==> config.mk <==
export PLATFORM = sky130hd
export DESIGN_NAME = sbc_host_regs
export DESIGN_NICKNAME = d
export VERILOG_FILES = /design/src/rtl/sbc_pkg.sv /design/src/rtl/sbc_ctrl_regs.sv /design/src/rtl/sbc_phase_mon.sv /design/src/rtl/sbc_dma_ctl.sv /design/src/rtl/sbc_host_regs.sv
export SDC_FILE = /design/constraint.sdc
export NUM_CORES = 1
export LEC_CHECK = 0
export BUFFER_PORTS_ARGS = -buffer_cell sky130_fd_sc_hd__buf_4
export CAP_MARGIN = 5
export CORE_AREA = 4 4 87 89
export DETAILED_ROUTE_END_ITERATION = 12
export DIE_AREA = 0 0 91 93
export PLACE_DENSITY = 0.69
export SLEW_MARGIN = 20
export SYNTH_ARGS = -nofsm -noshare
export SYNTH_HDL_FRONTEND = slang
export SYNTH_HIERARCHICAL = 1
export SYNTH_SLANG_ARGS = --single-unit
==> constraint.sdc <==
create_clock -name clk -period 1.25 [get_ports clk]
set_input_delay 0.1875 -clock clk [delete_from_list [all_inputs] [get_ports clk]]
set_output_delay 0.1875 -clock clk [all_outputs]
set_load 0.02 [all_outputs]
==> src/rtl/sbc_pkg.sv <==
package sbc_pkg;
  typedef enum logic [2:0] {
    RS_BUSDATA = 3'd0, RS_ICMD = 3'd1, RS_MODE = 3'd2, RS_TCMD = 3'd3,
    RS_CTRL = 3'd4, RS_STAT = 3'd5, RS_INDATA = 3'd6, RS_ACKIRQ = 3'd7
  } rd_slot_e;

  typedef enum logic [2:0] {
    WS_OUTDATA = 3'd0, WS_ICMD = 3'd1, WS_MODE = 3'd2, WS_TCMD = 3'd3,
    WS_IDSEL = 3'd4, WS_DMA_SEND = 3'd5, WS_DMA_TRX = 3'd6, WS_DMA_IRX = 3'd7
  } wr_slot_e;

  localparam int IC_RST  = 7;
  localparam int IC_ARB  = 6;
  localparam int IC_ACK  = 4;
  localparam int IC_BSY  = 3;
  localparam int IC_SEL  = 2;
  localparam int IC_ATN  = 1;
  localparam int IC_DBUS = 0;
  localparam logic [7:0] IC_STORE_MASK = 8'b1001_1111;

  localparam int MD_ARB = 0;
  localparam int MD_DMA = 1;
endpackage

==> src/rtl/sbc_ctrl_regs.sv <==
module sbc_ctrl_regs
  import sbc_pkg::*;
#(
  parameter int DATA_W = 8,
  parameter int TCMD_W = 4
) (
  input  logic              clk,
  input  logic              rst_n,
  input  logic              wr_stb,
  input  wr_slot_e          wr_slot,
  input  logic [DATA_W-1:0] wdata,
  input  logic              rd_stb,
  input  rd_slot_e          rd_slot,
  output logic [DATA_W-1:0] icmd_q,
  output logic [DATA_W-1:0] mode_q,
  output logic [TCMD_W-1:0] tcmd_q,
  output logic [DATA_W-1:0] idsel_q,
  output logic [DATA_W-1:0] outdata_q,
  output logic              arb_flag_q,
  output logic              arb_active_q
);
  logic mode_wr;
  assign mode_wr = wr_stb && (wr_slot == WS_MODE);

  always_ff @(posedge clk) begin
    if (!rst_n) begin
      icmd_q    <= '0;
      mode_q    <= '0;
      tcmd_q    <= '0;
      idsel_q   <= '0;
      outdata_q <= '0;
    end else if (wr_stb) begin
      case (wr_slot)
        WS_OUTDATA: outdata_q <= wdata;
        WS_ICMD:    icmd_q    <= wdata & IC_STORE_MASK;
        WS_MODE:    mode_q    <= wdata;
        WS_TCMD:    tcmd_q    <= wdata[TCMD_W-1:0];
        WS_IDSEL:   idsel_q   <= wdata;
        default:    ;
      endcase
    end
  end

  // Arbitration phase and its self-clearing flag
  always_ff @(posedge clk) begin
    if (!rst_n) begin
      arb_flag_q   <= 1'b0;
      arb_active_q <= 1'b0;
    end else if (mode_wr) begin
      arb_active_q <= wdata[MD_ARB];
      arb_flag_q   <= wdata[MD_ARB];
    end else if (rd_stb && (rd_slot == RS_ICMD)) begin
      arb_flag_q <= 1'b0;
    end
  end

  assert_arb_flag_clears_R4: assert property (@(posedge clk) disable iff (!rst_n)
    (rd_stb && rd_slot == RS_ICMD && !mode_wr) |=> !arb_flag_q);

  assert_arb_enter_R4: assert property (@(posedge clk) disable iff (!rst_n)
    (mode_wr && wdata[MD_ARB]) |=> (arb_flag_q && arb_active_q));
endmodule

==> src/rtl/sbc_phase_mon.sv <==
module sbc_phase_mon #(
  parameter int PH_W = 3
) (
  input  logic            clk,
  input  logic            rst_n,
  input  logic [PH_W-1:0] bus_phase,
  input  logic [PH_W-1:0] exp_phase,
  input  logic            dma_mode,
  input  logic            irq_clr,
  output logic            phase_match,
  output logic            irq_q
);
  logic pm_q;
  logic irq_set;

  assign phase_match = (bus_phase == exp_phase);
  assign irq_set     = dma_mode && pm_q && !phase_match;

  always_ff @(posedge clk) begin
    if (!rst_n) begin
      pm_q  <= 1'b0;
      irq_q <= 1'b0;
    end else begin
      pm_q <= phase_match;
      if (irq_set)      irq_q <= 1'b1;
      else if (irq_clr) irq_q <= 1'b0;
    end
  end

  assert_irq_clear_R11: assert property (@(posedge clk) disable iff (!rst_n)
    (irq_clr && !irq_set) |=> !irq_q);

  assert_irq_needs_dma_R11: assert property (@(posedge clk) disable iff (!rst_n)
    (!dma_mode && !irq_q) |=> !irq_q);
endmodule

==> src/rtl/sbc_dma_ctl.sv <==
module sbc_dma_ctl
  import sbc_pkg::*;
(
  input  logic     clk,
  input  logic     rst_n,
  input  logic     wr_stb,
  input  wr_slot_e wr_slot,
  input  logic     wdata_dma_bit,
  input  logic     dma_xfer,
  output logic     drq_pulse_q,
  output logic     drq_flag_q,
  output logic     send_armed_q
);
  logic start;
  assign start = wr_stb && ((wr_slot == WS_DMA_SEND) || (wr_slot == WS_DMA_IRX));

  always_ff @(posedge clk) begin
    if (!rst_n) begin
      drq_pulse_q  <= 1'b0;
      drq_flag_q   <= 1'b0;
      send_armed_q <= 1'b0;
    end else begin
      drq_pulse_q <= start;
      if (start)         drq_flag_q <= 1'b1;
      else if (dma_xfer) drq_flag_q <= 1'b0;
      if (wr_stb && wr_slot == WS_DMA_SEND)                send_armed_q <= 1'b1;
      else if (wr_stb && wr_slot == WS_MODE && !wdata_dma_bit) send_armed_q <= 1'b0;
    end
  end

  assert_drq_strobe_R9: assert property (@(posedge clk) disable iff (!rst_n)
    start |=> drq_pulse_q);

  assert_drq_quiet_R9: assert property (@(posedge clk) disable iff (!rst_n)
    !start |=> !drq_pulse_q);

  assert_drq_flag_clear_R10: assert property (@(posedge clk) disable iff (!rst_n)
    (dma_xfer && !start) |=> !drq_flag_q);
endmodule

==> src/rtl/sbc_host_regs.sv <==
module sbc_host_regs
  import sbc_pkg::*;
#(
  parameter int DATA_W = 8,
  parameter int IDX_W  = 4
) (
  input  logic              clk,
  input  logic              rst_n,
  input  logic [IDX_W-1:0]  host_idx_i,
  input  logic              host_wr_i,
  input  logic              host_rd_i,
  input  logic [DATA_W-1:0] host_wdata_i,
  output logic [DATA_W-1:0] host_rdata_o,
  input  logic [DATA_W-1:0] bus_data_i,
  input  logic              bus_bsy_i,
  input  logic              bus_req_i,
  input  logic              bus_msg_i,
  input  logic              bus_cd_i,
  input  logic              bus_io_i,
  input  logic              bus_parity_i,
  output logic              drv_rst_o,
  output logic              drv_ack_o,
  output logic              drv_bsy_o,
  output logic              drv_sel_o,
  output logic              drv_atn_o,
  output logic              drv_dben_o,
  output logic [DATA_W-1:0] out_data_o,
  output logic [DATA_W-1:0] id_sel_o,
  output logic              arb_active_o,
  output logic              drq_pulse_o,
  output logic              send_armed_o,
  input  logic              dma_xfer_i,
  output logic              irq_o
);
  localparam int SLOT_W = 3;
  localparam int TCMD_W = 4;
  localparam int PH_W   = 3;

  logic     idx_ok;
  logic     wr_stb, rd_stb;
  wr_slot_e wr_slot;
  rd_slot_e rd_slot;

  assign idx_ok  = (host_idx_i[IDX_W-1:SLOT_W] == '0);
  assign wr_stb  = host_wr_i && idx_ok;
  assign rd_stb  = host_rd_i && idx_ok;
  assign wr_slot = wr_slot_e'(host_idx_i[SLOT_W-1:0]);
  assign rd_slot = rd_slot_e'(host_idx_i[SLOT_W-1:0]);

  logic [DATA_W-1:0] icmd_q, mode_q, idsel_q, outdata_q;
  logic [TCMD_W-1:0] tcmd_q;
  logic              arb_flag_q, arb_active_q;

  sbc_ctrl_regs #(.DATA_W(DATA_W), .TCMD_W(TCMD_W)) u_ctrl (
    .clk(clk), .rst_n(rst_n), .wr_stb(wr_stb), .wr_slot(wr_slot),
    .wdata(host_wdata_i), .rd_stb(rd_stb), .rd_slot(rd_slot),
    .icmd_q(icmd_q), .mode_q(mode_q), .tcmd_q(tcmd_q), .idsel_q(idsel_q),
    .outdata_q(outdata_q), .arb_flag_q(arb_flag_q), .arb_active_q(arb_active_q)
  );

  logic phase_match, irq_q, irq_clr;
  assign irq_clr = rd_stb && ((rd_slot == RS_INDATA) || (rd_slot == RS_ACKIRQ));

  sbc_phase_mon #(.PH_W(PH_W)) u_phase (
    .clk(clk), .rst_n(rst_n),
    .bus_phase({bus_msg_i, bus_cd_i, bus_io_i}),
    .exp_phase(tcmd_q[PH_W-1:0]),
    .dma_mode(mode_q[MD_DMA]), .irq_clr(irq_clr),
    .phase_match(phase_match), .irq_q(irq_q)
  );

  logic drq_pulse_q, drq_flag_q, send_armed_q;

  sbc_dma_ctl u_dma (
    .clk(clk), .rst_n(rst_n), .wr_stb(wr_stb), .wr_slot(wr_slot),
    .wdata_dma_bit(host_wdata_i[MD_DMA]), .dma_xfer(dma_xfer_i),
    .drq_pulse_q(drq_pulse_q), .drq_flag_q(drq_flag_q), .send_armed_q(send_armed_q)
  );

  // Driven lines come straight from the stored initiator command
  assign drv_rst_o    = icmd_q[IC_RST];
  assign drv_ack_o    = icmd_q[IC_ACK];
  assign drv_bsy_o    = icmd_q[IC_BSY];
  assign drv_sel_o    = icmd_q[IC_SEL];
  assign drv_atn_o    = icmd_q[IC_ATN];
  assign drv_dben_o   = icmd_q[IC_DBUS];
  assign out_data_o   = outdata_q;
  assign id_sel_o     = idsel_q;
  assign arb_active_o = arb_active_q;
  assign drq_pulse_o  = drq_pulse_q;
  assign send_armed_o = send_armed_q;
  assign irq_o        = irq_q;

  // Read value assembly
  logic [DATA_W-1:0] icmd_rd, ctrl_rd, stat_rd, rd_val;

  always_comb begin
    icmd_rd         = icmd_q;
    icmd_rd[IC_ARB] = arb_flag_q;
  end

  assign ctrl_rd = {drv_rst_o, (drv_bsy_o | bus_bsy_i), bus_req_i, bus_msg_i,
                    bus_cd_i, bus_io_i, drv_sel_o, bus_parity_i};
  assign stat_rd = {1'b0, drq_flag_q, 1'b0, irq_q, phase_match, 1'b0,
                    drv_atn_o, drv_ack_o};

  always_comb begin
    rd_val = '0;
    if (idx_ok) begin
      case (rd_slot)
        RS_BUSDATA: rd_val = bus_data_i;
        RS_ICMD:    rd_val = icmd_rd;
        RS_MODE:    rd_val = mode_q;
        RS_TCMD:    rd_val = {{(DATA_W-TCMD_W){1'b0}}, tcmd_q};
        RS_CTRL:    rd_val = ctrl_rd;
        RS_STAT:    rd_val = stat_rd;
        default:    rd_val = '0;
      endcase
    end
  end

  always_ff @(posedge clk) begin
    if (!rst_n)         host_rdata_o <= '0;
    else if (host_rd_i) host_rdata_o <= rd_val;
  end

  assert_icmd_lines_R3: assert property (@(posedge clk) disable iff (!rst_n)
    (wr_stb && wr_slot == WS_ICMD) |=>
      (drv_ack_o == $past(host_wdata_i[4])) && (drv_rst_o == $past(host_wdata_i[7])));

  assert_tcmd_upper_zero_R5: assert property (@(posedge clk) disable iff (!rst_n)
    (rd_stb && rd_slot == RS_TCMD) |=> (host_rdata_o[7:4] == 4'h0));

  assert_irq_slot_reads_zero_R11: assert property (@(posedge clk) disable iff (!rst_n)
    irq_clr |=> (host_rdata_o == '0));

  assert_bad_index_zero_R2: assert property (@(posedge clk) disable iff (!rst_n)
    (host_rd_i && !idx_ok) |=> (host_rdata_o == '0));

  assert_rdata_hold_R12: assert property (@(posedge clk) disable iff (!rst_n)
    !host_rd_i |=> $stable(host_rdata_o));
endmodule

# Word-level counts from Yosys, hierarchy flattened

Index checks and enable logic that the tools add are counted.

Register bits after elaboration: 49
Bits of input ports: 31

Equality and inequality tests: 8
Mux-type cells: 10
Bitwise gates (word level): 2
Reductions and logical operators: 24

Operators with widths:

| cell                 | count |
|---|---|
| $pmux W8 S6          | 1 |
| $eq A3 B3 Y1 const B | 4 |
| $logic_and A1 B1 Y1  | 10 |
| $reduce_and A2 Y1    | 5 |
| $mux W1              | 8 |
| $mux W8              | 1 |
| $reduce_bool A2 Y1   | 4 |
| $eq A3 B2 Y1 const B | 2 |
| $eq A3 B1 Y1 const B | 1 |
| $eq A3 B3 Y1         | 1 |
| $logic_not A3 Y1     | 1 |
| $logic_not A1 Y1     | 2 |
| $logic_or A1 B1 Y1   | 2 |
| $not A1 Y1           | 1 |
| $or A1 B1 Y1         | 1 |

# Depth between registers and ports, before layout

Word-level depth: 6
Depth in mapped cells: 6
Gate-level depth less buffers: 6

# Hierarchy

The synthesis kept the hierarchy.

Modules (own cells, without submodules):

| module        | times used | cells each | area each (um^2) | sequential area each (um^2) |
|---|---|---|---|---|
| sbc_ctrl_regs | 1          | 141        | 1411.4           | 700.7 |
| sbc_host_regs | 1          | 81         | 721.9            | 160.2 |
| sbc_dma_ctl   | 1          | 11         | 113.9            | 60.1 |
| sbc_phase_mon | 1          | 10         | 105.1            | 40.0 |

# Worst setup path after synthesis

No wires, ideal clock.

Path kind: input to register
From: in host_wr_i
To: reg u_ctrl.outdata_q[0]
Arrival: 1.250 ns
Slack: -0.116 ns
Stages on the path: 5
Buffers on the path: 1
Path through: nor2b_1 -> or4b_1 -> buf_2 -> nand2_1 -> a21boi_1

Cells in the longest elaborated chain, start to end: 2

RTL lines:

| element                     | RTL line            | text |
|---|---|---|
| from (decl)                 | sbc_host_regs.sv:10 | `input logic host_wr_i,` |
| $logic_and A1 B1 Y1         | sbc_host_regs.sv:45 | `assign wr_stb = host_wr_i && idx_ok;` |
| $reduce_and A2 Y1 (no line) | -                   |  |
| to (signal assigned)        | sbc_ctrl_regs.sv:34 | `WS_OUTDATA: outdata_q <= wdata;` |
| to (decl)                   | sbc_ctrl_regs.sv:18 | `output logic [DATA_W-1:0] outdata_q,` |

No other way between the ends.
A chain may end at the register's enable or synchronous reset.

# Worst setup path in the final report

From: reg u_ctrl.tcmd_q[2]
To: reg host_rdata_o[3]

Cells in the longest elaborated chain, start to end: 3

RTL lines:

| element                | RTL line             | text |
|---|---|---|
| from (decl)            | sbc_ctrl_regs.sv:16  | `output logic [TCMD_W-1:0] tcmd_q,` |
| from (signal assigned) | sbc_ctrl_regs.sv:37  | `WS_TCMD: tcmd_q <= wdata[TCMD_W-1:0];` |
| $eq A3 B3 Y1           | sbc_phase_mon.sv:16  | `assign phase_match = (bus_phase == exp_phase);` |
| via phase_match        | sbc_host_regs.sv:61  | `logic phase_match, irq_q, irq_clr;` |
| $pmux W8 S6            | sbc_host_regs.sv:110 | `case (rd_slot)` |
| $mux W8                | sbc_host_regs.sv:109 | `if (idx_ok) begin` |
| to (signal assigned)   | sbc_host_regs.sv:124 | `else if (host_rd_i) host_rdata_o <= rd_val;` |
| to (decl)              | sbc_host_regs.sv:13  | `output logic [DATA_W-1:0] host_rdata_o,` |

The timed path passes the listed nets, and every way through them passes these cells.

==> impl_summary.log <==
[metrics] count of routing violations after the opening detailed-route iteration: 122
[metrics] setup violators final: 3
[metrics] Final Cycle Share: 1.10
[metrics] result of the run: finished with violations
[metrics] Residual DRC: 0
[metrics] final net count: 361
[metrics] Num Clock Sinks: 48
[metrics] total overflow reported by the global router: 0
[metrics] final routed wire length divided by cell count: 15.0 um
[metrics] die boundary width: 91 um
[metrics] TritonCTS buffer count: 5
[metrics] aggregate global-route resource usage: 0.145
[metrics] Worst Hold Class: in -> reg
[metrics] first-pass detailed-route iteration total: 4
[metrics] final period demand of the worst path: 1370 ps
[metrics] Yosys warning count: 6
[metrics] number of rows created at floorplan: 30
[metrics] clock slew seen by the registers of the worst setup and hold paths: 90 ps
[metrics] overall power of the completed layout: 0.00334 W
[metrics] signed area change from the synthesized netlist to the final layout: 38.0%
[metrics] total count of max-transition violations in the final report: 0
[metrics] Post-DP HPWL: 4790 um
[metrics] power density of the placed cells: 1030 mW/mm2
[metrics] Hold Violations, Final: 0
[metrics] DRT antenna net count: 0
[metrics] clock tree from TritonCTS: built
[metrics] wire length of the first global-routing pass: 9950 um
[metrics] post-synthesis instance area: 0.00234 mm2
[metrics] fraction of final layout cells with drive strength greater than 1: 0.366
[metrics] startpoint of the most critical hold path: host_wdata_i[6]
[metrics] worst clock skew: 5.45 ps
[metrics] final WL: 6180 um
[metrics] antenna violations before repair: 0
[metrics] WS Path Type: reg -> reg
[metrics] Max-Cap Viols: 0
[metrics] end-of-flow core utilization: 0.479
[metrics] clk buf depth: 2
[metrics] via count of the first global-routing pass: 2,002
[metrics] Max rail drop VDD: 538 uV
[metrics] worst-skew pair later-pin latency: 300 ps
[metrics] unrepaired setup endpoints after global routing: true
[metrics] pin count of the biggest net entering global routing: 34
[metrics] count of mapped cells out of synthesis: 242
[metrics] failing checks: negative setup slack
[metrics] cell leakage power: 1.39 nW
[metrics] IO Port Bufs: 64
[metrics] most frequent cells in the layout: sky130_fd_sc_hd__buf_4, sky130_fd_sc_hd__dfxtp_1, sky130_fd_sc_hd__nand2_1
[metrics] number of nets produced by synthesis: 273
[metrics] floorplan die height: 93 um
[metrics] Max Clock Freq: 0.730 GHz
[metrics] Core ar.: 0.00676 mm2
[metrics] total number of vias: 2,017
[metrics] ant diodes: 0
[metrics] Max H-tree Level: 2
[metrics] detail-routed via count per cell: 4.91
[metrics] post-synthesis area per instance: 9.69 um2
[metrics] RD Place Congestion: 0.797
[metrics] most common cell after layout, fill and taps aside: sky130_fd_sc_hd__buf_4
[metrics] final worst slack: -120 ps
[metrics] endpoint kind of the worst setup timing path: register
[metrics] reg-to-reg startpoint: u_ctrl/tcmd_q[2]
[metrics] biggest fanout along the worst timing path: 2
[metrics] io pins: 65
[metrics] origin of the worst setup path: u_ctrl/tcmd_q[2]
[metrics] initial core utilization: 0.347
[metrics] Data required, critical path: 1490 ps
[metrics] area of the die: 0.00846 mm2
[metrics] data arrival time of the worst path: 1610 ps
[metrics] root buf cell: sky130_fd_sc_hd__clkbuf_8
[metrics] Critical Path Source Type: register
[final timing paths]
kind | endpoint | cells after the start | slack [ps]
max reg2reg | host_rdata_o[3] | 6 | -120
min | u_ctrl/outdata_q[6] | 3 | 140
max | host_rdata_o[3] | 6 | -120
min reg2reg | u_ctrl/mode_q[3] | 2 | 460
[worst max-delay path, stage by stage, from the launching register on]
cell and delay, ps:
sky130_fd_sc_hd__dfxtp_2 330, sky130_fd_sc_hd__xor2_1 160, sky130_fd_sc_hd__nor3_2 210, sky130_fd_sc_hd__mux2i_1 100, sky130_fd_sc_hd__a211o_1 250, sky130_fd_sc_hd__o21ai_1 80
sky130_fd_sc_hd__a32o_1 180
[timing repair]
item	CTS	global route
hold buffers	0	0
pin swaps	7	1
setup buffers	1	0
cloned	0	0
endpoints found under the setup margin	3	3
hold endpoints to repair	0	0
resized for setup	5	0
[layout make-up]
type | count | area, um2
clock buffer | 5 | 68.8
clock inverter | 3 | 68.8
fill | 655 | 3520
inverter | 2 | 7.51
multi-input combinational | 176 | 1280
sequential | 48 | 965
tap | 80 | 100
timing repair buffer | 97 | 744
[metal layers]
metal | wire length (um) | vias up | track usage
met3 | 339 | 4 | 0.0418
met1 | 2780 | 941 | 0.186
met2 | 3030 | 51 | 0.244
li1 | - | 1021 | -
met5 | 0 | - | 0
met4 | 34 | 0 | 0.0264
[power by group]
| group | total (W) | internal [W] | switching [W] |
|---|---|---|---|
| clock | 0.00135 | 0.000805 | 0.000545 |
| sequential | 0.00156 | 0.00155 | 0.0000135 |
| combinational | 0.000426 | 0.000224 | 0.000202 |
| total | 0.00334 | 0.00258 | 0.000760 |
[through the flow]
stage	TNS, ps	hold slack, ps	instances	instance area, um2	setup slack (ps)
floorplan	0	309	242	2350	5.43
CTS	-252	130	411	3240	-127
finish	-228	141	411	3240	-120
global placement	-1790	442	402	3080	-94.1
detailed placement	-2050	450	402	3080	-122
global route	-405	138	411	3240	-186
[state kept, by name, indices dropped and copies added, names as in the netlist]
register	flops
u_ctrl/icmd_q	6
u_ctrl/idsel_q	8
u_phase/irq_q	1
u_dma/send_armed_q	1
host_rdata_o	8
u_ctrl/outdata_q	8
u_phase/pm_q	1
u_dma/drq_flag_q	1
u_ctrl/mode_q	8
u_dma/drq_pulse_q	1
u_ctrl/tcmd_q	4
u_ctrl/arb_flag_q	1
No activity file was read; power rests on OpenSTA's default activity.
